`config.mk`:
```
export PLATFORM = sky130hd
export DESIGN_NAME = uart_rx_stat
export DESIGN_NICKNAME = d
export VERILOG_FILES = /design/src/rtl/uart_rx_pkg.sv /design/src/rtl/uart_rx_sync.sv /design/src/rtl/uart_rx_tick.sv /design/src/rtl/uart_rx_frame.sv /design/src/rtl/uart_rx_regs.sv /design/src/rtl/uart_rx_stat.sv
export SDC_FILE = /design/constraint.sdc
export NUM_CORES = 1
export LEC_CHECK = 0
export BUFFER_PORTS_ARGS = -buffer_cell sky130_fd_sc_hd__buf_2
export CORE_MARGIN = 1
export CORE_UTILIZATION = 53
export CTS_CLUSTER_SIZE = 25
export DETAILED_ROUTE_END_ITERATION = 6
export PLACE_DENSITY = 0.8
export SYNTH_ARGS = -nofsm -noshare
export SYNTH_HDL_FRONTEND = slang
export SYNTH_SLANG_ARGS = --single-unit
export TNS_END_PERCENT = 100
```
`constraint.sdc`:
```
create_clock -name clk_i -period 1.79 [get_ports clk_i]
set_input_delay 0.179 -clock clk_i [delete_from_list [all_inputs] [get_ports clk_i]]
set_output_delay 0.179 -clock clk_i [all_outputs]
set_load 0.02 [all_outputs]
```
`src/rtl/uart_rx_pkg.sv`:
```
package uart_rx_pkg;

  localparam int BYTE_W = 8;

  typedef enum logic [1:0] {
    PAR_NONE = 2'b00,
    PAR_RSVD = 2'b01,
    PAR_ODD  = 2'b10,
    PAR_EVEN = 2'b11
  } par_mode_e;

  localparam logic ADDR_BUF  = 1'b0;
  localparam logic ADDR_STAT = 1'b1;

  typedef struct packed {
    logic pe;
    logic fe;
    logic ovr;
  } err_flags_t;

  function automatic logic frame_has_parity(input logic [1:0] mode);
    return mode[1];
  endfunction

  function automatic logic parity_bad(input logic [BYTE_W-1:0] d,
                                      input logic p,
                                      input logic [1:0] mode);
    logic ones_odd;
    ones_odd = (^d) ^ p;
    case (mode)
      PAR_ODD:  return ~ones_odd;
      PAR_EVEN: return ones_odd;
      default:  return 1'b0;
    endcase
  endfunction

endpackage

```
`src/rtl/uart_rx_sync.sv`:
```
module uart_rx_sync #(
  parameter int STAGES = 2
) (
  input  logic clk_i,
  input  logic rst_ni,
  input  logic d_i,
  output logic q_o
);
  logic [STAGES-1:0] chain_q;

  generate
    if (STAGES == 1) begin : g_one
      always_ff @(posedge clk_i or negedge rst_ni)
        if (!rst_ni) chain_q <= '1;
        else         chain_q <= d_i;
    end else begin : g_many
      always_ff @(posedge clk_i or negedge rst_ni)
        if (!rst_ni) chain_q <= '1;
        else         chain_q <= {chain_q[STAGES-2:0], d_i};
    end
  endgenerate

  assign q_o = chain_q[STAGES-1];
endmodule

```
`src/rtl/uart_rx_tick.sv`:
```
module uart_rx_tick #(
  parameter int CLKS_PER_TICK = 4
) (
  input  logic clk_i,
  input  logic rst_ni,
  input  logic restart_i,
  output logic tick_o
);
  localparam int CW = (CLKS_PER_TICK > 1) ? $clog2(CLKS_PER_TICK) : 1;
  localparam logic [CW-1:0] LAST = CW'(CLKS_PER_TICK - 1);

  logic [CW-1:0] cnt_q;

  always_ff @(posedge clk_i or negedge rst_ni)
    if (!rst_ni)                       cnt_q <= '0;
    else if (restart_i || cnt_q == LAST) cnt_q <= '0;
    else                               cnt_q <= cnt_q + 1'b1;

  assign tick_o = !restart_i && (cnt_q == LAST);
endmodule

```
`src/rtl/uart_rx_frame.sv`:
```
module uart_rx_frame
  import uart_rx_pkg::*;
#(
  parameter int OVERSAMPLE = 16
) (
  input  logic              clk_i,
  input  logic              rst_ni,
  input  logic              active_i,
  input  logic              rxd_i,
  input  logic              tick_i,
  input  logic [1:0]        parity_mode_i,
  input  logic              two_stop_i,
  output logic              start_seen_o,
  output logic              done_o,
  output logic [BYTE_W-1:0] data_o,
  output logic              pe_o,
  output logic              fe_o
);
  localparam int TW = $clog2(OVERSAMPLE);
  localparam logic [TW-1:0] T_LAST = TW'(OVERSAMPLE - 1);
  localparam logic [TW-1:0] T_HALF = TW'(OVERSAMPLE / 2 - 1);
  localparam int BW = $clog2(BYTE_W);
  localparam logic [BW-1:0] B_LAST = BW'(BYTE_W - 1);

  typedef enum logic [2:0] {S_IDLE, S_START, S_DATA, S_PAR, S_STOP1, S_STOP2} state_e;

  state_e            state_q;
  logic [TW-1:0]     tcnt_q;
  logic [BW-1:0]     bcnt_q;
  logic [BYTE_W-1:0] shift_q;
  logic              pbit_q;
  logic              prev_q;
  logic              bit_mid;
  logic              half_mid;

  assign start_seen_o = active_i && (state_q == S_IDLE) && prev_q && !rxd_i;
  assign bit_mid      = tick_i && (tcnt_q == T_LAST);
  assign half_mid     = tick_i && (tcnt_q == T_HALF);

  always_ff @(posedge clk_i or negedge rst_ni)
    if (!rst_ni) prev_q <= 1'b1;
    else         prev_q <= rxd_i;

  always_ff @(posedge clk_i or negedge rst_ni) begin
    if (!rst_ni) begin
      state_q <= S_IDLE;
      tcnt_q  <= '0;
      bcnt_q  <= '0;
      shift_q <= '0;
      pbit_q  <= 1'b0;
      done_o  <= 1'b0;
      data_o  <= '0;
      pe_o    <= 1'b0;
      fe_o    <= 1'b0;
    end else if (!active_i) begin
      state_q <= S_IDLE;
      tcnt_q  <= '0;
      bcnt_q  <= '0;
      done_o  <= 1'b0;
    end else begin
      done_o <= 1'b0;
      if (tick_i && !bit_mid && !(state_q == S_START && half_mid))
        tcnt_q <= tcnt_q + 1'b1;
      case (state_q)
        S_IDLE: begin
          if (start_seen_o) begin
            state_q <= S_START;
            tcnt_q  <= '0;
          end
        end
        S_START: begin
          if (half_mid) begin
            tcnt_q  <= '0;
            bcnt_q  <= '0;
            state_q <= rxd_i ? S_IDLE : S_DATA;
          end
        end
        S_DATA: begin
          if (bit_mid) begin
            tcnt_q  <= '0;
            shift_q <= {rxd_i, shift_q[BYTE_W-1:1]};
            bcnt_q  <= bcnt_q + 1'b1;
            if (bcnt_q == B_LAST)
              state_q <= frame_has_parity(parity_mode_i) ? S_PAR : S_STOP1;
          end
        end
        S_PAR: begin
          if (bit_mid) begin
            tcnt_q  <= '0;
            pbit_q  <= rxd_i;
            state_q <= S_STOP1;
          end
        end
        S_STOP1: begin
          if (bit_mid) begin
            tcnt_q  <= '0;
            done_o  <= 1'b1;
            data_o  <= shift_q;
            fe_o    <= !rxd_i;
            pe_o    <= frame_has_parity(parity_mode_i) &&
                       parity_bad(shift_q, pbit_q, parity_mode_i);
            state_q <= two_stop_i ? S_STOP2 : S_IDLE;
          end
        end
        S_STOP2: begin
          if (bit_mid) begin
            tcnt_q  <= '0;
            state_q <= S_IDLE;
          end
        end
        default: state_q <= S_IDLE;
      endcase
    end
  end
endmodule

```
`src/rtl/uart_rx_regs.sv`:
```
module uart_rx_regs
  import uart_rx_pkg::*;
(
  input  logic              clk_i,
  input  logic              rst_ni,
  input  logic              active_i,
  input  logic              done_i,
  input  logic [BYTE_W-1:0] data_i,
  input  logic              pe_i,
  input  logic              fe_i,
  input  logic              rd_buf_i,
  input  logic              rd_stat_i,
  output logic [BYTE_W-1:0] buf_o,
  output err_flags_t        flags_o
);
  logic full_q;
  logic ovr_evt;
  logic store;

  assign ovr_evt = done_i && full_q && !rd_buf_i;
  assign store   = done_i && !ovr_evt;

  always_ff @(posedge clk_i or negedge rst_ni) begin
    if (!rst_ni) begin
      buf_o  <= '0;
      full_q <= 1'b0;
    end else if (store) begin
      buf_o  <= data_i;
      full_q <= 1'b1;
    end else if (rd_buf_i) begin
      full_q <= 1'b0;
    end
  end

  function automatic logic flag_next(input logic cur, input logic set,
                                     input logic clr);
    if (set)      return 1'b1;
    else if (clr) return 1'b0;
    else          return cur;
  endfunction

  always_ff @(posedge clk_i or negedge rst_ni) begin
    if (!rst_ni) begin
      flags_o <= '0;
    end else begin
      flags_o.pe  <= flag_next(flags_o.pe,  done_i && pe_i, rd_stat_i || !active_i);
      flags_o.fe  <= flag_next(flags_o.fe,  done_i && fe_i, rd_stat_i || !active_i);
      flags_o.ovr <= flag_next(flags_o.ovr, ovr_evt,        rd_stat_i || !active_i);
    end
  end
endmodule

```
`src/rtl/uart_rx_stat.sv`:
```
module uart_rx_stat
  import uart_rx_pkg::*;
#(
  parameter int CLKS_PER_TICK = 4,
  parameter int OVERSAMPLE    = 16,
  parameter int SYNC_STAGES   = 2
) (
  input  logic       clk_i,
  input  logic       rst_ni,
  input  logic       rxd_i,
  input  logic       unit_en_i,
  input  logic       rx_en_i,
  input  logic [1:0] parity_mode_i,
  input  logic       two_stop_i,
  input  logic       rd_en_i,
  input  logic       rd_addr_i,
  output logic [7:0] rd_data_o,
  output logic       rx_done_o
);
  logic              rx_active;
  logic              rxd_s;
  logic              tick;
  logic              start_seen;
  logic              frame_done;
  logic [BYTE_W-1:0] frame_data;
  logic              frame_pe;
  logic              frame_fe;
  logic              rd_buf;
  logic              rd_stat;
  logic [BYTE_W-1:0] buf_q;
  err_flags_t        flags_q;

  assign rx_active = unit_en_i && rx_en_i;
  assign rd_buf    = rd_en_i && (rd_addr_i == ADDR_BUF);
  assign rd_stat   = rd_en_i && (rd_addr_i == ADDR_STAT);

  uart_rx_sync #(.STAGES(SYNC_STAGES)) u_sync (
    .clk_i(clk_i), .rst_ni(rst_ni), .d_i(rxd_i), .q_o(rxd_s)
  );

  uart_rx_tick #(.CLKS_PER_TICK(CLKS_PER_TICK)) u_tick (
    .clk_i(clk_i), .rst_ni(rst_ni), .restart_i(start_seen), .tick_o(tick)
  );

  uart_rx_frame #(.OVERSAMPLE(OVERSAMPLE)) u_frame (
    .clk_i(clk_i), .rst_ni(rst_ni), .active_i(rx_active), .rxd_i(rxd_s),
    .tick_i(tick), .parity_mode_i(parity_mode_i), .two_stop_i(two_stop_i),
    .start_seen_o(start_seen), .done_o(frame_done), .data_o(frame_data),
    .pe_o(frame_pe), .fe_o(frame_fe)
  );

  uart_rx_regs u_regs (
    .clk_i(clk_i), .rst_ni(rst_ni), .active_i(rx_active), .done_i(frame_done),
    .data_i(frame_data), .pe_i(frame_pe), .fe_i(frame_fe),
    .rd_buf_i(rd_buf), .rd_stat_i(rd_stat), .buf_o(buf_q), .flags_o(flags_q)
  );

  assign rd_data_o = (rd_addr_i == ADDR_STAT) ? {5'b0, flags_q} : buf_q;
  assign rx_done_o = frame_done;
endmodule

```
-- Word level (Yosys, flattened, before mapping)
Cells that the tools add are included.
Widths: inputs -> output; s select.
- register bits after elaboration: 47
- input port bits: 10
- output and inout bits: 9
- word-level logic and storage cells: 118
- $add $sub $neg: 3
- equal/unequal tests: 19
- mux-type cells: 37
- bitwise gates (word level): 3
- reductions and logical operators: 39
- operators with widths (cell ; count):
    $mux 3 ; 13
    $ne 3x3->1 const B ; 8
    $mux 4 ; 5
    $logic_and 1x1->1 ; 18
    $pmux 3 s6 ; 1
    $mux 1 ; 12
    $pmux 4 s3 ; 1
    $reduce_and 3->1 ; 4
    $eq 3x3->1 const B ; 3
    $mux 8 ; 1
    $reduce_bool 2->1 ; 4
    $reduce_xor 8->1 ; 1
    $logic_not 1->1 ; 7
    $reduce_and 7->1 ; 1
    $eq 2x2->1 const B ; 3
    $eq 3x2->1 const B ; 2
    $pmux 3 s2 ; 1
    $add 4x1->4 const B ; 1
    $eq 4x3->1 const B ; 1
    $eq 4x4->1 const B ; 1
    $mux 2 ; 2
    $reduce_or 4->1 ; 1
    $add 3x1->3 const B ; 1
    $eq 3x1->1 const B ; 1
    other kinds (6) ; 8

-- Depth between registers and ports, before layout
- depth after elaboration: 14
- depth in mapped cells: 7
- depth with buffers taken out: 6

-- Modules after synthesis
Synthesis repeated with hierarchy kept, for this count alone.
- cells, all modules: 183
- area total of the unflattened synthesis: 2274.7 µm²
- modules (own cells, without submodules) (module ; instances ; cells an instance ; area each (µm²) ; seq. area each (µm²)):
    uart_rx_frame ; 1 ; 134 ; 1547.7 ; 777.0
    uart_rx_regs ; 1 ; 29 ; 457.9 ; 300.3
    uart_rx_stat ; 1 ; 12 ; 122.6 ; 0.0
    uart_rx_tick ; 1 ; 6 ; 93.8 ; 50.0
    uart_rx_sync ; 1 ; 2 ; 52.6 ; 52.6

-- Worst setup path before layout
No wires, ideal clock.
- path type: reg-to-reg
- from: reg u_frame.bcnt_q[0]
- to: reg u_frame.state_q[0]
- library setup time: 0.101 ns
- arrival time: 1.687 ns
- data required time: 1.689 ns
- slack: 0.002 ns
- cell stages (with the launch flop): 7
- path buffers: 0
- period minus slack after synthesis: 1.788 ns
- cells stage by stage: dfrtp_1 -> ha_1 -> ha_1 -> or4b_1 -> a221oi_2 -> a311oi_1 -> o32ai_1
- longest elaborated chain between the ends: 3
- RTL lines (what ; RTL line ; RTL):
    start, declared ; uart_rx_frame.sv:29 ; logic [BW-1:0] bcnt_q;
    start signal, assigned ; uart_rx_frame.sv:82 ; bcnt_q <= bcnt_q + 1'b1;
    $eq 3x3->1 ; uart_rx_frame.sv:83 ; if (bcnt_q == B_LAST)
    $ne 3x3->1 (no line) ; n/a ;
    $reduce_and 7->1 (no line) ; n/a ;
    end signal, assigned ; uart_rx_frame.sv:75 ; state_q <= rxd_i ? S_IDLE : S_DATA;
    end signal, assigned ; uart_rx_frame.sv:84 ; state_q <= frame_has_parity(parity_mode_i) ? S_PAR : S_STOP1;
    end signal, assigned ; uart_rx_frame.sv:102 ; state_q <= two_stop_i ? S_STOP2 : S_IDLE;
    end, declared ; uart_rx_frame.sv:27 ; state_e state_q;
No other way between the ends.
A chain may end at the register's enable or synchronous reset.

-- Worst setup path in the final report
- from: reg u_frame.bcnt_q[1]
- to: reg u_frame.state_q[0]
Same word-level chain as after synthesis.

==> impl_results.rst <==
.. list-table::
   :header-rows: 1

   * - Metric
     - Value
   * - Result of the run
     - complete, but fails checks
   * - Violated checks
     - negative setup slack
   * - Fill cell instance count of the final layout
     - 287
   * - Leading area contributor after synthesis
     - dfrtp_1
   * - Arithmetic-cell share of the synthesized area counting full adders, half adders and majority gates
     - 0.0221
   * - Unrepaired setup endpoints after global routing
     - yes
   * - Vias
     - 1555
   * - Number of ports placed on the die boundary
     - 19
   * - Fin Clk Skew
     - approximately 0.0036 ns
   * - Max Clock Freq
     - 551 MHz
   * - Post-Synthesis Cells
     - 184
   * - Clock-pin transition on the worst setup and hold timing paths
     - 0.09 ns
   * - Residual antenna-violating net count after detailed routing
     - 0
   * - Synth Net Count
     - 198
   * - Full die area
     - 4530 sq um
   * - Number of detailed-route iterations in the first pass
     - 4
   * - Commonest non-fill, non-tap cell in the layout
     - dfrtp_1
   * - Via count normalized by instance count
     - approximately 5.8
   * - Post-synth design cell area
     - ~2300 sq um
   * - Yosys cell types
     - 50
   * - Worst Hold Class
     - primary input to flip-flop
   * - Async set-reset flop share out of synthesis
     - 1.00
   * - Kind of start point of the critical path
     - flip-flop
   * - Mux share of post-synthesis cell area
     - 0.151
   * - Number of input and output port buffers inserted
     - 18
   * - Average footprint of a synthesized cell
     - 12.3 sq um
   * - Wire length of the first global-routing pass
     - 6980 um
   * - Synth Area in Compound Gates
     - 0.106
   * - Share of the synthesized netlist area taken by xor and xnor gates
     - 0.0371
   * - Post-synth EDFFs
     - 0
   * - Maximum fanout along the worst path
     - 3
   * - Average wire per cell in the routed design
     - between 15 and 20 um
   * - Sequential cell area fraction in the yosys report
     - 0.522
   * - Inst Count DP
     - 255
   * - Layout cell share with drive strength beyond 1
     - 0.380
   * - Number of buffers added by the clock tree synthesis step
     - 5
   * - Final std cells w/o fill
     - 266
   * - Total overflow reported by the global router
     - 0
   * - Top-area cell type share of the netlist area
     - 0.487
   * - Top cells by area in the synthesized netlist
     - dfrtp_1 (49%), mux2_2 (14%), dfstp_2 (3.5%), xnor2_1 (2.7%), ha_1 (2.2%)
   * - Starting density of the core
     - 0.557
   * - Post-DP HPWL
     - around 3000 um
   * - Leading cell types in the layout, fill and taps excluded
     - dfrtp_1 (44), mux2_2 (28), buf_2 (18)
   * - Final weighted congestion of routability-driven global placement
     - 0.838
   * - Number of antenna repair diodes
     - 0
   * - Largest net degree at the start of global routing
     - 26
   * - Utilization after layout
     - 0.650
   * - Required time reported for the critical path endpoint
     - around 2.0 ns
   * - Total wirelength of the detailed-routed design
     - 4120 um
   * - Skew-Pair Late Insertion Delay
     - 0.30 ns
   * - Remaining DRCs
     - 0
   * - H-Tree Level Count
     - 2
   * - DR iter-0 viols
     - 117
   * - Setup-failing EPs final
     - 2
   * - Setup slack of the critical path after layout
     - -0.0261 ns
   * - Core Area
     - 4060 sq um
   * - Area overhead of the layout relative to synthesis
     - 16.7%
   * - Dpl cell area
     - about 2500 sq um
   * - Simple-gate portion of the synthesized area
     - 0.130
   * - Number of antenna violations at the first check in global routing
     - 0
   * - Final-report hold violation count
     - 0
   * - Design Power
     - 2.13 mW
   * - Register bit count reported by yosys
     - 47
   * - Global routing usage summed across all routing layers
     - 0.213
   * - CTS sink count
     - 47
   * - Final period utilization
     - 1.01
   * - Peak supply drop
     - 482 uV
   * - Via count of the first global-routing pass
     - 1457
   * - Final standard cell area without fillers
     - 2640 sq um
   * - Top flip-flop cell by instance count after synthesis
     - dfrtp_1
   * - Slew HR
     - 0.643
   * - Kind of critical path
     - flip-flop to flip-flop
   * - Root Driver
     - clkbuf_8
   * - Worst endpoint data arrival time
     - around 2.0 ns
   * - Max Transition Viols Final
     - 0
   * - Endpoint kind of the worst setup timing path
     - flip-flop
   * - Max-cap viol count
     - 0
   * - Total leakage power
     - 1.27 nW
   * - Minimum clock period after layout
     - 1.82 ns
   * - Number of synthesis warnings
     - 0
   * - TritonCTS clock tree
     - yes
   * - Width of the chip
     - 67.3 um
   * - Power density normalized to cell area
     - 806 nW/um^2
   * - Number of buffers on the longest clock path
     - 2
   * - Placement Setup Slack
     - -0.0900 ns
   * - Final Net Count
     - 229
   * - Slew at the pin with the worst max-slew slack
     - 0.536 ns
   * - Vertical extent of the die
     - 67.3 um
   * - Main combinational cell family by area after synthesis
     - multiplexers
   * - Total number of placement rows
     - 23
state kept, by name, indices dropped and copies added, names as in the netlist:
signal	count
u_frame.shift_q	8
u_frame.pe_o	1
u_frame.data_o	8
u_regs.flags_o	3
u_frame.state_q	3
u_regs.buf_o	8
u_regs.full_q	1
u_frame.tcnt_q	4
u_frame.prev_q	1
u_frame.bcnt_q	3
u_tick.cnt_q	2
u_frame.pbit_q	1
u_frame.done_o	1
u_frame.fe_o	1
u_sync.chain_q	2
worst max-delay path, cell delays in order (launching register included):
cell and delay (ns):
dfrtp_1 0.39, ha_2 0.18, ha_2 0.16, or4b_4 0.50
a221oi_4 0.28, a311oi_1 0.07, o32ai_1 0.14
worst paths after layout:
kind,start,depth (start not counted),endpoint,slack [ns]
hold / removal,rd_en_i,2,u_regs.flags_o[0]$_DFFE_PN0P_,0.09
max in group asynchronous,rst_ni,3,u_frame.data_o[6]$_DFFE_PN0P_,0.90
hold reg to reg,u_sync.chain_q[0]$_DFF_PN1_,0,u_sync.chain_q[1]$_DFF_PN1_,0.36
setup / recovery,u_frame.bcnt_q[1]$_DFFE_PN0P_,6,u_frame.state_q[0]$_DFFE_PN0P_,-0.03
min in group asynchronous,rst_ni,2,u_frame.state_q[1]$_DFFE_PN0P_,0.39
setup reg to reg,u_frame.bcnt_q[1]$_DFFE_PN0P_,6,u_frame.state_q[0]$_DFFE_PN0P_,-0.03
routing by layer:
layer  vias to the layer above  part of all wire  GRT usage
met5                         -                 0          0
met4                         0             0.013     0.0798
met3                         5             0.046     0.0625
met2                        37              0.46      0.311
met1                       777              0.48      0.300
li1                        736                 -          -
report_power, final:
part	internal [mW]	total, mW	switching (mW)	leakage, nW
registers	1.09	1.11	0.0179	0.641
clock network	0.423	0.792	0.369	0.0587
logic	0.0903	0.223	0.132	0.571
total	1.61	2.13	0.519	1.27
cell type report:
type                       count  area [sq um]  area share
tap                           50          62.6      0.0237
clock inverter                 3          47.5      0.0180
inverter                       7          26.3     0.00996
clock buffer                   5          68.8      0.0261
timing repair buffer          32           216      0.0820
sequential                    47          1180       0.447
multi-input combinational    122          1040       0.393
Yosys cell counts, types with 3 or more instances:
master,count
dfstp_2,3
a21oi_1,6
ha_1,4
nand4_1,5
nand2_1,8
and3_1,3
a22o_1,4
nor2_1,5
buf_2,4
dfrtp_1,44
xnor2_1,7
a31oi_1,3
inv_1,7
nor2b_1,6
nand2b_1,5
mux2_2,28
stage by stage:
| stage | setup TNS [ns] | hold slack, ns |
|---|---|---|
| 3_3_place_gp | -0.0700 | 0.197 |
| 5_1_grt | -0.279 | 0.0886 |
| 2_1_floorplan | 0 | -0.117 |
| 3_5_place_dp | -0.174 | 0.201 |
| 4_1_cts | -0.147 | 0.0896 |
| 6_report | -0.0463 | 0.0934 |
logic make-up (layout without fill, tap and decap cells):
family	Yosys count	count (layout)
xor gates and xnor gates	8	8
and+or+nand+nor	49	49
adders and majority gates	4	4
DFF	47	47
AOI/OAI and AO/OA	31	31
buffers and inverters	15	47
muxes	30	30
repair_timing:
item                                    4_1_cts  5_1_grt
endpoints found under the hold margin        20        0
hold buffers                                  2        0
endpoints found under the setup margin        2       24
pin swaps                                     6        4
resized for setup                             4        4
setup buffers                                 0        1
No activity file was read; power rests on OpenSTA's default activity.
